<file path="src/rtl/bca_pkg.sv">
package bca_pkg;
  typedef enum logic [1:0] {
    ST_IDLE = 2'd0,
    ST_WAIT = 2'd1,
    ST_GAP  = 2'd2
  } bca_state_e;

  localparam int unsigned LAT_W   = 3;
  localparam logic [2:0]  SUB_LAT = 3'd4;
endpackage

</file>
<file path="src/rtl/bar_decoder.sv">
module bar_decoder #(
  parameter int unsigned ADDR_W  = 32,
  parameter int unsigned SZ_LOG2 = 12
) (
  input  logic [ADDR_W-1:0] addr_i,
  input  logic [ADDR_W-1:0] base_i,
  input  logic              en_i,
  output logic              hit_o
);
  // naturally aligned power-of-two window: compare bits above the size only
  assign hit_o = en_i && ((addr_i >> SZ_LOG2) == (base_i >> SZ_LOG2));
endmodule

</file>
<file path="src/rtl/claim_select.sv">
module claim_select #(
  parameter int unsigned         N_TGT   = 4,
  parameter logic [2*N_TGT-1:0]  TGT_LAT = '0,
  localparam int unsigned        ID_W    = $clog2(N_TGT)
) (
  input  logic [N_TGT-1:0] hit_i,
  output logic             any_o,
  output logic             multi_o,
  output logic [ID_W-1:0]  id_o,
  output logic [2:0]       lat_o
);
  int unsigned n_hit;

  always_comb begin
    any_o = 1'b0;
    id_o  = '0;
    lat_o = '0;
    n_hit = 0;
    // descend so the lowest index wins
    for (int i = N_TGT - 1; i >= 0; i--) begin
      if (hit_i[i]) begin
        any_o = 1'b1;
        id_o  = ID_W'(i);
        lat_o = {1'b0, TGT_LAT[2*i +: 2]};
        n_hit = n_hit + 1;
      end
    end
    multi_o = (n_hit > 1);
  end
endmodule

</file>
<file path="src/rtl/bus_claim_arbiter.sv">
module bus_claim_arbiter
  import bca_pkg::*;
#(
  parameter int unsigned        ADDR_W  = 32,
  parameter int unsigned        N_TGT   = 4,
  parameter logic [2*N_TGT-1:0] TGT_LAT = 8'b01_11_10_01,
  parameter logic [8*N_TGT-1:0] TGT_SZ  = 32'h0C_10_08_14,
  localparam int unsigned       ID_W    = $clog2(N_TGT)
) (
  input  logic                    clk_i,
  input  logic                    rst_ni,
  input  logic                    addr_valid_i,
  input  logic [ADDR_W-1:0]       addr_i,
  input  logic [N_TGT*ADDR_W-1:0] bar_base_i,
  input  logic [N_TGT-1:0]        bar_en_i,
  output logic                    ready_o,
  output logic                    claim_o,
  output logic                    claim_sub_o,
  output logic [ID_W-1:0]         claim_id_o,
  output logic [2:0]              latency_o,
  output logic                    multi_err_o,
  output logic                    fwd_valid_o,
  output logic [ADDR_W-1:0]       fwd_addr_o
);
  logic [N_TGT-1:0] hit;
  logic             sel_any, sel_multi;
  logic [ID_W-1:0]  sel_id;
  logic [2:0]       sel_lat;

  for (genvar g = 0; g < N_TGT; g++) begin : g_dec
    bar_decoder #(
      .ADDR_W (ADDR_W),
      .SZ_LOG2(int'(TGT_SZ[8*g +: 8]))
    ) u_dec (
      .addr_i(addr_i),
      .base_i(bar_base_i[ADDR_W*g +: ADDR_W]),
      .en_i  (bar_en_i[g]),
      .hit_o (hit[g])
    );
  end

  claim_select #(.N_TGT(N_TGT), .TGT_LAT(TGT_LAT)) u_sel (
    .hit_i  (hit),
    .any_o  (sel_any),
    .multi_o(sel_multi),
    .id_o   (sel_id),
    .lat_o  (sel_lat)
  );

  bca_state_e        state_q;
  logic [2:0]        cnt_q;
  logic              any_q, multi_q;
  logic [ID_W-1:0]   id_q;
  logic [2:0]        lat_q;
  logic [ADDR_W-1:0] addr_q;
  logic              accept, claim_now;

  assign accept    = (state_q == ST_IDLE) && addr_valid_i;
  assign claim_now = (state_q == ST_WAIT) &&
                     (any_q ? (cnt_q == lat_q) : (cnt_q == SUB_LAT));

  always_ff @(posedge clk_i or negedge rst_ni) begin
    if (!rst_ni) begin
      state_q <= ST_IDLE;
      cnt_q   <= '0;
      any_q   <= 1'b0;
      multi_q <= 1'b0;
      id_q    <= '0;
      lat_q   <= '0;
      addr_q  <= '0;
    end else begin
      unique case (state_q)
        ST_IDLE: if (accept) begin
          state_q <= ST_WAIT;
          cnt_q   <= 3'd1;
          any_q   <= sel_any;
          multi_q <= sel_multi;
          id_q    <= sel_id;
          lat_q   <= sel_lat;
          addr_q  <= addr_i;
        end
        ST_WAIT: begin
          cnt_q <= cnt_q + 3'd1;
          if (claim_now) state_q <= ST_GAP;
        end
        ST_GAP:  state_q <= ST_IDLE;
        default: state_q <= ST_IDLE;
      endcase
    end
  end

  assign ready_o     = (state_q == ST_IDLE);
  assign claim_o     = claim_now;
  assign claim_sub_o = claim_now && !any_q;
  assign claim_id_o  = (claim_now && any_q) ? id_q : '0;
  assign latency_o   = claim_now ? cnt_q : '0;
  assign multi_err_o = claim_now && multi_q;
  assign fwd_valid_o = (state_q == ST_GAP) && !any_q;
  assign fwd_addr_o  = addr_q;

  assert_claim_pulse_R7: assert property (@(posedge clk_i) disable iff (!rst_ni)
    claim_o |=> !claim_o);
  assert_sub_lat_R3: assert property (@(posedge clk_i) disable iff (!rst_ni)
    claim_sub_o |-> (claim_o && latency_o == SUB_LAT && claim_id_o == '0));
  assert_pos_lat_R2: assert property (@(posedge clk_i) disable iff (!rst_ni)
    (claim_o && !claim_sub_o) |-> (latency_o >= 3'd1 && latency_o <= 3'd3));
  assert_multi_pos_R5: assert property (@(posedge clk_i) disable iff (!rst_ni)
    multi_err_o |-> (claim_o && !claim_sub_o));
  assert_fwd_after_sub_R6: assert property (@(posedge clk_i) disable iff (!rst_ni)
    fwd_valid_o |-> $past(claim_sub_o));
  assert_gap_R8: assert property (@(posedge clk_i) disable iff (!rst_ni)
    claim_o |=> !ready_o);
  assert_accept_R8: assert property (@(posedge clk_i) disable iff (!rst_ni)
    (ready_o && addr_valid_i) |=> !ready_o);
endmodule

</file>
<file path="config.mk">
export PLATFORM = sky130hd
export DESIGN_NAME = bus_claim_arbiter
export DESIGN_NICKNAME = d
export VERILOG_FILES = /design/src/rtl/bca_pkg.sv /design/src/rtl/bar_decoder.sv /design/src/rtl/claim_select.sv /design/src/rtl/bus_claim_arbiter.sv
export SDC_FILE = /design/constraint.sdc
export NUM_CORES = 1
export LEC_CHECK = 0
export BUFFER_PORTS_ARGS = -buffer_cell sky130_fd_sc_hd__clkbuf_2
export CORE_MARGIN = 10
export CORE_UTILIZATION = 41
export CTS_CLUSTER_DIAMETER = 80
export DETAILED_ROUTE_END_ITERATION = 8
export GPL_ROUTABILITY_DRIVEN = 1
export PLACE_DENSITY = 0.81
export SLEW_MARGIN = 15
export SYNTH_ARGS = -nofsm -noshare
export SYNTH_HDL_FRONTEND = slang
export SYNTH_HIERARCHICAL = 1
export SYNTH_SLANG_ARGS = --single-unit
</file>
<file path="constraint.sdc">
create_clock -name clk_i -period 2.25 [get_ports clk_i]
set_clock_uncertainty 0.2 [all_clocks]
set_input_delay 0.225 -clock clk_i [delete_from_list [all_inputs] [get_ports clk_i]]
set_output_delay 0.225 -clock clk_i [all_outputs]
set_load 0.01 [all_outputs]
</file>
* Word level (Yosys, flattened, before mapping)
Index checks and enable logic that the tools add are counted.
** Cells by class
- Add/subtract/negate cells :: 4
- Multipliers :: 0
- Div/mod/pow operators :: 0
- Magnitude comparators :: 1
- Eq/ne operators :: 10
- Shift-type cells :: 0
- Mux-type cells :: 24
- Bitwise gates (word level) :: 0
- Reduce and logical (&&, ||, !) cells :: 16
** Operators with widths (number)
- $mux W32 :: 3
- $add A32 B1 Y32 const B :: 2
- $gt A32 B1 Y1 const B :: 1
- $eq A24 B24 Y1 :: 1
- $eq A20 B20 Y1 :: 1
- $mux W2 :: 10
- $eq A16 B16 Y1 :: 1
- $eq A12 B12 Y1 :: 1
- $logic_and A1 B1 Y1 :: 10
- $mux W1 :: 7
- $mux W3 :: 2
- $pmux W3 S2 :: 1
- $reduce_and A2 Y1 :: 3
- $pmux W2 S2 :: 1
- $add A3 B1 Y3 const B :: 1
- $eq A3 B3 Y1 :: 1
- $eq A3 B3 Y1 const B :: 1
- $add A1 B1 Y2 const B :: 1
- $eq A2 B1 Y1 const B :: 1
- $eq A2 B2 Y1 const B :: 1
- $logic_not A2 Y1 :: 1
- $ne A2 B1 Y1 const B :: 1
- $ne A2 B2 Y1 const B :: 1
- $reduce_bool A2 Y1 :: 1
- $logic_not A1 Y1 :: 1
** Storage, ports and cells
- Register bits after elaboration :: 44
- Latch bits :: 0
- Bits in writable memories :: 0
- ROM bits :: 0
- Input port bits :: 167
- Word-level logic and storage cells :: 62
- Memories :: 0

* Depth between registers and ports, before layout
Gate-level depths: netlist of run 1.
- Depth after elaboration :: 10
- Mapped depth :: 12

* By module
Netlist of run 1, hierarchy kept.
** By module, submodules not included
- bus_claim_arbiter :: times used 1, cells each 127, area each 1809.2 µm², sequential area each 1101.1 µm²
- bar_decoder at g_dec[1].u_dec :: times used 1, cells each 33, area each 269.0 µm², sequential area each 0.0 µm²
- bar_decoder at g_dec[3].u_dec :: times used 1, cells each 27, area each 224.0 µm², sequential area each 0.0 µm²
- claim_select :: times used 1, cells each 26, area each 198.9 µm², sequential area each 0.0 µm²
- bar_decoder at g_dec[2].u_dec :: times used 1, cells each 22, area each 181.4 µm², sequential area each 0.0 µm²
- bar_decoder at g_dec[0].u_dec :: times used 1, cells each 17, area each 138.9 µm², sequential area each 0.0 µm²

* Worst setup path before layout of run 1
Ideal clock, no wire load.
- Kind :: in2reg
- Start :: in bar_base_i[94]
- End :: reg multi_q
- Arrival :: 2.357 ns
- Setup slack :: -0.433 ns
- Stages :: 12
- Path through :: xor2_1 nor4_1 nand4_1 nor4_2 inv_1 ha_1 xor2_1 ha_1 nand2b_1 o32a_1 nand2_1 o21ai_0
** Between the ends
- Longest elaborated chain between the ends :: 8
** Ends and longest elaborated chain
- start, declared :: line bus_claim_arbiter.sv:14 : input logic [N_TGT*ADDR_W-1:0] bar_base_i,
- $eq A16 B16 Y1 (*) :: line bar_decoder.sv:11 : assign hit_o = en_i && ((addr_i >> SZ_LOG2) == (base_i >> SZ_LOG2));
- $logic_and A1 B1 Y1 (*) :: line bar_decoder.sv:11
- via hit[2] :: line bus_claim_arbiter.sv:25 : logic [N_TGT-1:0] hit;
- $mux W32 (*) :: line claim_select.sv:21 : if (hit_i[i]) begin
- $add A32 B1 Y32 :: line claim_select.sv:25 : n_hit = n_hit + 1;
- $mux W32 (*) :: line claim_select.sv:21
- $add A32 B1 Y32 :: line claim_select.sv:25
- $mux W32 (*) :: line claim_select.sv:21
- $gt A32 B1 Y1 (*) :: line claim_select.sv:28 : multi_o = (n_hit > 1);
- via sel_multi :: line bus_claim_arbiter.sv:26 : logic sel_any, sel_multi;
- end signal, assigned :: line bus_claim_arbiter.sv:77 : multi_q <= sel_multi;
- end, declared :: line bus_claim_arbiter.sv:52 : logic any_q, multi_q;
The timed path passes the listed nets; every way through them passes the cells marked *.
A chain may end at the register's enable or synchronous reset.

* Worst setup path after layout of run 1
- Start :: in addr_i[28]
- End :: reg multi_q
** Between the ends
- Longest elaborated chain between the ends :: 10
- Elaborated cells on any way between the ends :: 16
- Those cells by class :: add/sub (3); order compare (1); eq/ne (4); mux (4); reduce/logical (4)
** Ends and longest elaborated chain
- start, declared :: line bus_claim_arbiter.sv:13 : input logic [ADDR_W-1:0] addr_i,
- $eq A20 B20 Y1 (*) :: line bar_decoder.sv:11
- $logic_and A1 B1 Y1 (*) :: line bar_decoder.sv:11
- via hit[3] :: line bus_claim_arbiter.sv:25
- $mux W1 (*) :: line claim_select.sv:21
- $add A1 B1 Y2 :: line claim_select.sv:25
- $mux W32 (*) :: line claim_select.sv:21
- $add A32 B1 Y32 :: line claim_select.sv:25
- $mux W32 (*) :: line claim_select.sv:21
- $add A32 B1 Y32 :: line claim_select.sv:25
- $mux W32 (*) :: line claim_select.sv:21
- $gt A32 B1 Y1 (*) :: line claim_select.sv:28
- via sel_multi :: line bus_claim_arbiter.sv:26
Marked as above.

==> results of run 1 <==
## final timing paths
path                                from              to  slack (ns)
max                           addr_i[28]         multi_q       -0.11
min                           addr_i[14]  fwd_addr_o[14]        0.03
max reg2reg                     lat_q[1]      state_q[0]        0.31
min reg2reg                fwd_addr_o[5]   fwd_addr_o[5]        0.31
max in group asynchronous         rst_ni   fwd_addr_o[9]        1.03
min in group asynchronous         rst_ni        cnt_q[0]        0.27
## repair_timing
| action | in CTS | in global routing |
|---|---|---|
| pin swaps | 14 | 10 |
| setup endpoints to repair | 9 | 10 |
| setup buffers | 5 | 4 |
| gates cloned | 1 | 0 |
| hold buffers | 13 | 1 |
| resized for setup | 10 | 24 |
| hold endpoints to repair | 33 | 1 |
## cell usage after synthesis (4+ instances only)
cell and instances:
inv_1 9, nor4_1 6, buf_2 4, nand3_1 5, mux2_2 38, nor4_2 4
nand2_1 8, nor2_1 15, ha_1 7, nand4_1 10, dfrtp_1 44, xnor2_1 46
xor2_1 30
## final cells by class
class	count	area [sq um]	share of cell area, %
repair buffers	206	1290	29.2
clock buffers	6	82.6	1.87
inverters	9	33.8	0.766
flip-flops and latches	44	1100	25.0
clock inverters	2	38.8	0.879
multi-input cells	193	1770	40.0
well taps	80	100	2.27
## where the power goes
part           internal [mW]  switching, mW
Clock                  0.363          0.285
Sequential              1.14          0.223
Combinational          0.911          0.866
## flip-flops by register name (all words and copies together) (netlist names)
register / count
id_q: 2
any_q: 1
lat_q: 3
state_q: 2
cnt_q: 3
multi_q: 1
fwd_addr_o: 32
## cell families (layout without fill, tap and decap cells)
family	count (synthesis)	after routing	share of synthesized area, %
DFF	44	44	39.0
other	1	1	0.133
and+or+nand+nor	57	57	11.6
AOI/OAI and AO/OA	11	12	3.73
xor gates and xnor gates	76	76	23.6
buffers and inverters	16	223	2.97
muxes	40	40	15.9
adders and majority gates	7	7	3.10
## critical path: cells and delay by family
family	cells	cell delay (ns)
AND/OR/NAND/NOR	5	0.88
adder cells (fa/ha/maj)	2	0.53
XOR/XNOR	2	0.30
buffers and inverters	2	0.23
AO/OA/AOI/OAI	2	0.20
## routing by layer
| metal | share of wire, % | GRT usage, % | wire length, um |
|---|---|---|---|
| met3 | 8.5 | 5.83 | 850 |
| met2 | 52 | 33.6 | 5190 |
| met5 | 0 | 0 | 0 |
| met4 | 1.3 | 5.24 | 130 |
| met1 | 38 | 21.1 | 3780 |
==> flow_summary.json, run 1 <==
{
  "result_of_the_run": "complete, but fails checks",
  "violations_in_the_final_reports": "setup timing",
  "initial_core_util_pct": 41.8,
  "worst_ep_arrival_time_ns": 2.35,
  "dpl-instance-area_sq_um": 3940,
  "max-slew-margin-rel_pct": 60.5,
  "wire_length_of_the_first_global_routing_pass_um": 15300,
  "clkTransAtPathRegs_ns": 0.09,
  "netlist_area_sq_um": 2820,
  "synth.top_cells.by_area": "dfrtp_1 (39%), mux2_2 (15%), xnor2_1 (14%), xor2_1 (9.3%), ha_1 (3.1%)",
  "timing.critical_path.mode_cell": "xor2_1",
  "maximum_capacitance_violations": 0,
  "synth_largest_area_cell": "dfrtp_1",
  "hold_ws_ns": 0.0254,
  "clock_tree_from_tritoncts": "done",
  "yosysTopAreaCellShare_pct": 39.0,
  "worst_pin_slew_ns": 0.592,
  "synth-async-reset-ratio_pct": 100,
  "grt_overflow": 0,
  "most-common-layout-cells": "clkbuf_2 (139), xnor2_1 (46), dfrtp_1 (44)",
  "post_synth_edffs": 0,
  "cts.htree.levels": 2,
  "timing.hold.worst_path_depth": 2,
  "synth_cell_types": 32,
  "leakage_nw": 2.15,
  "critical_path.max_stage_delay_ns": 0.28,
  "drt-vias-per-instance": 4.95,
  "gpl.final_weighted_congestion": 0.926,
  "dominantRegCellSynth": "dfrtp_1",
  "setup_ws_ns": -0.114,
  "die_area_sq_um": 10600,
  "port_buffers": 152,
  "final_area_sq_um": 4410,
  "timing.final.setup_violations": 8,
  "syn_area_per_cell_sq_um": 11.2,
  "ys.warnings.count": 6,
  "antenna_cells": 0,
  "final-hold-violation-count": 0,
  "ir_drop_v": 0.000524,
  "dr_wl_cell_um": 18.4,
  "final_period_minus_worst_setup_slack_ns": 2.36,
  "layout.filler_cells": 560,
  "grt_start_max_net_pins": 41,
  "global_route.usage.total_pct": 18.8,
  "ant_nets": 0,
  "critical_path.startpoint_type": "primary input",
  "place_ws_ns": -0.539,
  "hpwl_um": 8100,
  "drc": 0,
  "vias_in_the_first_global_route": 3037,
  "placement_rows": 30,
  "critical_path.cell_chain": "buf_4, xor2_1, nor4_1, nand4_1, nor4_4, inv_2, ha_4, xor2_1, ha_1, nand2b_4, o32a_1, nand2_1, o21ai_1",
  "timing.critical_path.slowest_stage_cell": "nor4_4",
  "clock_insertion_delay_worst_skew_ns": 0.30,
  "drive_gt1_share_pct": 56.7,
  "grt_setup_unrepaired": "true",
  "maxSlewViolCount": 0,
  "synth-seq-area-share_pct": 39.0,
  "area_growth_syn_to_layout_pct": 56.3,
  "worstPathMaxFanout": 5,
  "worstPathRequired_ns": 2.23,
  "vias": 2673,
  "total_power_mw": 3.79,
  "netlist_instances": 252,
  "antenna_found_initial": 0,
  "io-pin-count": 209,
  "nNetsFinal": 633,
  "drtIter0Drc": 73,
  "layout.cells.non_filler": 540,
  "total_clock_buffers_created_by_cts": 5,
  "mostFrequentLayoutCell": "clkbuf_2",
  "fmax_mhz": 423,
  "worst_setup_path_end_kind": "flop",
  "placedCellCount": 508,
  "finish.utilization_pct": 65.3,
  "class_of_the_most_critical_setup_path": "primary input to flop",
  "min-delay-path-class": "primary input to flop",
  "dieHeight_um": 103,
  "drt-total-wl_um": 9960,
  "drt_pre_antenna_iters": 4,
  "floorplan_die_width_um": 103,
  "fin_crit_sh_pct": 105,
  "max-clock-path-buffers": 2,
  "synth.ff_latch_count": 44,
  "power-per-cell-area_nw_per_um2": 859,
  "numClockSinks": 44,
  "fin_setup_tns_ns": -0.473,
  "fp.coreArea_sq_um": 6760,
  "syn_nets": 426,
  "clock_root_buffer": "clkbuf_8",
  "reg2regPathDepth": 6
}
Power figures use the tool's default switching activity.
==> run 2, diff against run 1 <==
--- a/config.mk
+++ b/config.mk
@@ -6,14 +6,14 @@
 export NUM_CORES = 1
 export LEC_CHECK = 0
 export BUFFER_PORTS_ARGS = -buffer_cell sky130_fd_sc_hd__clkbuf_2
+export CORE_ASPECT_RATIO = 2
 export CORE_MARGIN = 10
 export CORE_UTILIZATION = 41
 export CTS_CLUSTER_DIAMETER = 80
 export DETAILED_ROUTE_END_ITERATION = 8
 export GPL_ROUTABILITY_DRIVEN = 1
-export PLACE_DENSITY = 0.81
+export PLACE_DENSITY = 0.82
 export SLEW_MARGIN = 15
 export SYNTH_ARGS = -nofsm -noshare
 export SYNTH_HDL_FRONTEND = slang
-export SYNTH_HIERARCHICAL = 1
 export SYNTH_SLANG_ARGS = --single-unit
==> flow_summary.json, run 2 <==
{
  "min-delay-path-class": "primary input to flop",
  "maxSlewViolCount": 0,
  "pwr-share-seq_pct": 35.5,
  "combinational_fraction_of_design_power_pct": 40.9,
  "synth_top_cells_by_count": "nand2_1 (108), xnor2_1 (57), dfrtp_1 (43)",
  "fin_crit_sh_pct": 126,
  "netSwitchingPower_mw": 1.35,
  "most-common-layout-cells": "clkbuf_2 (144), nand2_1 (108), buf_4 (49)",
  "cts.htree.levels": 2,
  "clock_tree_from_tritoncts": "done",
  "layout.filler_cells": 539,
  "path_delay_family": "simple AND/OR/NAND/NOR gates",
  "final-hold-violation-count": 1,
  "synth_largest_area_cell": "dfrtp_1",
  "max-slew-margin-rel_pct": 50.2,
  "initial_core_util_pct": 42.2,
  "yosysTopAreaCellShare_pct": 38.5,
  "dr_wl_cell_um": 18.3,
  "violations_in_the_final_reports": "hold timing, setup timing",
  "final_period_minus_worst_setup_slack_ns": 2.84,
  "critical_path.max_stage_delay_ns": 0.49,
  "power-per-cell-area_nw_per_um2": 801,
  "floorplan_die_width_um": 78.4,
  "mostFrequentLayoutCell": "clkbuf_2",
  "clkTransAtPathRegs_ns": 0.06,
  "gpl.final_weighted_congestion": 0.882,
  "clock_root_buffer": "clkbuf_16",
  "syn_nets": 497,
  "netSwitchingFraction_pct": 37.0,
  "worstPathMaxFanout": 3,
  "area_growth_syn_to_layout_pct": 62.5,
  "dieHeight_um": 137,
  "grt_setup_unrepaired": "true",
  "antenna_found_initial": 0,
  "worst_pin_slew_ns": 0.747,
  "total_clock_buffers_created_by_cts": 5,
  "global_route.usage.total_pct": 21.0,
  "vias": 3157,
  "largest_reg_flops": 32,
  "worstPathBufferInverterCount": 2,
  "drc": 0,
  "drt-vias-per-instance": 5.09,
  "wire_length_of_the_first_global_routing_pass_um": 17700,
  "ir_drop_v": 0.000450,
  "worst_ep_arrival_time_ns": 2.80,
  "drt_pre_antenna_iters": 5,
  "worst_setup_path_end_kind": "flop",
  "antenna_cells": 0,
  "ys.warnings.count": 0,
  "io-pin-count": 209,
  "drtIter0Drc": 129,
  "ant_nets": 0,
  "synth.ff_latch_count": 43,
  "critical_path.startpoint_type": "primary input",
  "clock_insertion_delay_worst_skew_ns": 0.28,
  "class_of_the_most_critical_setup_path": "primary input to flop",
  "leakage_nw": 2.36,
  "placement_rows": 42,
  "netlist_area_sq_um": 2790,
  "post_synth_edffs": 0,
  "hpwl_um": 9000,
  "dominantRegCellSynth": "dfrtp_1",
  "grt_overflow": 0,
  "die_area_sq_um": 10700,
  "p_int_mw": 2.29,
  "vias_in_the_first_global_route": 3636,
  "drive_gt1_share_pct": 45.7,
  "syn_area_per_cell_sq_um": 8.57,
  "synth-seq-area-share_pct": 38.5,
  "total_power_mw": 3.63,
  "critical_path.cell_chain": "buf_4, xnor2_2, nand4_1, nor4_2, and2_4, inv_2, ha_4, or4_1, o21ai_1, ha_2, a21oi_2, a21oi_2, a22oi_2, o211ai_2",
  "port_buffers": 152,
  "result_of_the_run": "complete, but fails checks",
  "timing.critical_path.slowest_stage_cell": "or4_1",
  "grt_start_max_net_pins": 30,
  "worstPathRequired_ns": 2.21,
  "numClockSinks": 43,
  "timing.final.setup_violations": 1,
  "timing.critical_path.mode_cell": "a21oi_2",
  "maximum_capacitance_violations": 0,
  "drt-total-wl_um": 11400,
  "fp.coreArea_sq_um": 6620,
  "max-clock-path-buffers": 2,
  "synth_cell_types": 36,
  "yosys.cell_count.top_type": "nand2_1",
  "fmax_mhz": 352,
  "nNetsFinal": 702,
  "netlist_instances": 326,
  "hold_ws_ns": -0.00726,
  "setup_ws_ns": -0.589,
  "synth.top_cells.by_area": "dfrtp_1 (39%), xnor2_1 (18%), nand2_1 (15%), xor2_1 (5.0%), nand4_1 (2.5%)",
  "p_clk_share_pct": 23.6,
  "synth-async-reset-ratio_pct": 100
}
## run 2: changes by cell type after synthesis, sizes merged, moves of 3 or more
cell    before  now
xnor2       46   59
o21ai        2    9
and3         1    4
and2         0    6
nand2        8  108
ha           7    4
inv          9    5
or4          0    3
xor2        30   16
nor2        15    5
clkbuf       0   13
mux2        38    1
## run 2: logic make-up after synthesis
group                      synth area share [%]
AOI/OAI and AO/OA                          5.56
xor gates and xnor gates                   24.1
adders and majority gates                  1.79
buffers and inverters                      4.57
DFF                                        38.5
muxes                                     0.762
and+or+nand+nor                            24.7
## run 2: cell type report
class,count,area [sq um],area share [%]
clock buffers,6,139,3.06
clock inverters,2,35.0,0.772
inverters,5,18.8,0.413
multi-input cells,258,1750,38.6
flip-flops and latches,43,1080,23.7
well taps,88,110,2.43
repair buffers,218,1410,31.1
## run 2: repair_timing
item	4_1_cts	5_1_grt
pin swaps	23	12
resized for setup	30	13
endpoints found under the hold margin	41	0
endpoints found under the setup margin	5	6
setup buffers	4	2
hold buffers	14	0
## run 2: path summary, 6_finish.rpt
kind / slack, ns / startpoint / cells past startpoint / to
worst max register to register: 0.52 / state_q[0] / 5 / any_q
min in group asynchronous: 0.35 / rst_ni / 2 / fwd_addr_o[5]
worst min-delay path: -0.007 / addr_i[19] / 3 / fwd_addr_o[19]
worst min register to register: 0.27 / fwd_addr_o[30] / 2 / fwd_addr_o[30]
worst max-delay path: -0.59 / addr_i[22] / 14 / multi_q
max in group asynchronous: 0.80 / rst_ni / 3 / fwd_addr_o[7]
## run 2: per-layer routing
layer  vias to the layer above  share of wire [%]  GRT usage (%)
met5                         -                  0              0
met4                         0                7.2           16.1
met3                        46                6.4           5.45
met2                       163                 54           39.1
met1                      1479                 32           18.3
li1                       1469                  -              -
## run 2: worst min-delay path, stage by stage
cell and delay (ns):
clkbuf_2 0.11, nand2_1 0.06, nand2_1 0.05
## run 2: through the flow
| stage | instances | utilization (%) | worst slack, ns | setup TNS [ns] | area [sq um] |
|---|---|---|---|---|---|
| 3_5_place_dp | 592 | 59.7 | -0.922 | -1.70 | 3950 |
| 6_report | 620 | 68.6 | -0.589 | -0.589 | 4540 |
| 3_3_place_gp | 592 | 59.7 | -0.797 | -1.17 | 3950 |
| 2_1_floorplan | 326 | - | -0.563 | -0.563 | 2900 |
| 5_1_grt | 620 | 68.6 | -0.695 | -0.745 | 4540 |
| 4_1_cts | 618 | 67.6 | -0.495 | -0.495 | 4470 |
## run 2: power by group through the flow
stage / Sequential (mW) / Combinational, mW / Clock [mW]
finish: 1.29 / 1.49 / 0.857
global placement: 1.28 / 1.36 / 0
global route: 1.34 / 1.65 / 0.893
CTS: 1.28 / 1.47 / 0.863
detailed placement: 1.29 / 1.41 / 0
floorplan: 1.39 / 0.640 / 0
==> run 3, diff against run 2 <==
--- a/config.mk
+++ b/config.mk
@@ -6,14 +6,16 @@
 export NUM_CORES = 1
 export LEC_CHECK = 0
 export BUFFER_PORTS_ARGS = -buffer_cell sky130_fd_sc_hd__clkbuf_2
-export CORE_ASPECT_RATIO = 2
+export CAP_MARGIN = 10
+export CORE_ASPECT_RATIO = 1.2
 export CORE_MARGIN = 10
 export CORE_UTILIZATION = 41
 export CTS_CLUSTER_DIAMETER = 80
 export DETAILED_ROUTE_END_ITERATION = 8
 export GPL_ROUTABILITY_DRIVEN = 1
-export PLACE_DENSITY = 0.82
+export PLACE_DENSITY = 0.81
 export SLEW_MARGIN = 15
 export SYNTH_ARGS = -nofsm -noshare
 export SYNTH_HDL_FRONTEND = slang
+export SYNTH_HIERARCHICAL = 1
 export SYNTH_SLANG_ARGS = --single-unit
==> flow_summary.json, run 3 (same netlist as run 1, synthesis figures left out) <==
{
  "final-hold-violation-count": 0,
  "drive_gt1_share_pct": 60.0,
  "finish.utilization_pct": 66.1,
  "clock_insertion_delay_worst_skew_ns": 0.29,
  "drt-total-wl_um": 10300,
  "critical_path.cell_chain": "buf_6, xor2_1, nor4_1, nand4_1, nor4_4, inv_2, ha_4, xor2_2, ha_1, nand2b_4, o32a_1, nand2_1, o21ai_1",
  "vias": 2730,
  "reg2regPathDepth": 6,
  "vias_in_the_first_global_route": 3064,
  "timing.hold.worst_path_depth": 2,
  "max-slew-margin-rel_pct": 60.4,
  "initial_core_util_pct": 41.7,
  "fp.coreArea_sq_um": 6770,
  "hold_ws_ns": 0.0438,
  "grt_setup_unrepaired": "true",
  "mostFrequentLayoutCell": "clkbuf_2",
  "ant_nets": 0,
  "numClockSinks": 44,
  "area_growth_syn_to_layout_pct": 58.5,
  "worstPathRequired_ns": 2.23,
  "largest_reg_flops": 32,
  "gpl.final_weighted_congestion": 0.818,
  "place_ws_ns": -0.686,
  "wire_length_of_the_first_global_routing_pass_um": 15900,
  "max-clock-path-buffers": 2,
  "drc": 0,
  "cts.htree.levels": 2,
  "io-pin-count": 209,
  "antenna_cells": 0,
  "clkTransAtPathRegs_ns": 0.09,
  "drt-vias-per-instance": 4.95,
  "antenna_found_initial": 0,
  "result_of_the_run": "complete, but fails checks",
  "r2r_start": "cnt_q[2]",
  "timing.final.setup_violations": 8,
  "worst_ep_arrival_time_ns": 2.50,
  "hpwl_um": 8100,
  "total_clock_buffers_created_by_cts": 5,
  "worstPathMaxFanout": 2,
  "maximum_capacitance_violations": 0,
  "nNetsFinal": 639,
  "violations_in_the_final_reports": "setup timing",
  "port_buffers": 152,
  "ir_drop_v": 0.000522,
  "fin_setup_tns_ns": -0.809,
  "placement_rows": 33,
  "global_route.usage.total_pct": 19.1,
  "class_of_the_most_critical_setup_path": "primary input to flop",
  "final_period_minus_worst_setup_slack_ns": 2.52,
  "grt_start_max_net_pins": 45,
  "dr_wl_cell_um": 18.7,
  "fin_crit_sh_pct": 112,
  "die_area_sq_um": 10600,
  "drt_pre_antenna_iters": 4,
  "setup_ws_ns": -0.271,
  "dieHeight_um": 111,
  "power-per-cell-area_nw_per_um2": 816,
  "most-common-layout-cells": "clkbuf_2 (140), xnor2_1 (46), dfrtp_1 (44)",
  "holdCritStartpoint": "addr_i[12]",
  "total_power_mw": 3.65,
  "timing.critical_path.slowest_stage_cell": "nor4_1",
  "grt_overflow": 0,
  "worst_pin_slew_ns": 0.594,
  "leakage_nw": 2.16,
  "critical_path.max_stage_delay_ns": 0.37,
  "maxSlewViolCount": 0,
  "worst_setup_path_end_kind": "flop",
  "floorplan_die_width_um": 95.7,
  "clock_tree_from_tritoncts": "done",
  "startpoint": "bar_base_i[122]",
  "clock_root_buffer": "clkbuf_8",
  "min-delay-path-class": "primary input to flop",
  "drtIter0Drc": 114,
  "fmax_mhz": 397,
  "critical_path.startpoint_type": "primary input"
}
==> run 3: cell types whose count changed in the layout (fill, tap and decap cells not counted), moves of 5 or more <==
cell,before,now
buf_2,0,6
buf_4,49,43
clkbuf_16,8,0
mux2_2,0,38
nand2_1,108,8
nor2_2,0,5
nor4_1,6,1
o21ai_0,8,1
xnor2_2,14,0
xor2_1,16,27
==> run 3: per-stage QoR <==
stage	cell area (sq um)	std cells
after floorplan	2850	252
after global placement	3970	519
after detailed placement	3970	519
after CTS	4300	549
after global routing	4470	552
final	4470	552
==> run 3: metal layers <==
metal,GRT usage (%),up-vias,routed length (um)
met4,6.31,0,327
met3,7.05,22,832
li1,-,1284,-
met5,0,-,0
met2,34.4,115,5570
met1,19.5,1309,3610
==> run 3: cell type report <==
cell class / count / area, sq um
fill: 531 / 2300
multi-input combinational: 192 / 1820
timing repair buffer: 213 / 1330
sequential: 44 / 1100
tap: 87 / 109
clock buffer: 5 / 68.8
inverter: 9 / 33.8
clock inverter: 2 / 12.5
==> run 3: report_power, final <==
part | internal, mW | switching [mW]
sequential | 1.14 | 0.222
clock | 0.211 | 0.281
combinational | 0.930 | 0.865
==> run 3: timing repair <==
item / in CTS / in global routing
buffers inserted: 10 / 4
pin swaps: 14 / 19
setup endpoints to repair: 9 / 11
hold endpoints to repair: 56 / 0
gates resized for setup: 9 / 38
hold buffers: 13 / 0
==> run 3: critical path, delay by kind of cell <==
family / cells / cell delay, ns
xor+xnor: 2 / 0.29
fa+ha+maj: 2 / 0.54
buf+inv: 2 / 0.18
simple gates: 5 / 1.04
compound gates: 2 / 0.21
==> run 3: path summary, 6_finish.rpt <==
path | endpoint | slack (ns)
hold / removal | fwd_addr_o[12] | 0.04
setup reg to reg | state_q[1] | 0.37
hold reg to reg | fwd_addr_o[17] | 0.31
setup / recovery | multi_q | -0.27
min in group asynchronous | fwd_addr_o[20] | 0.35
max in group asynchronous | multi_q | 1.09
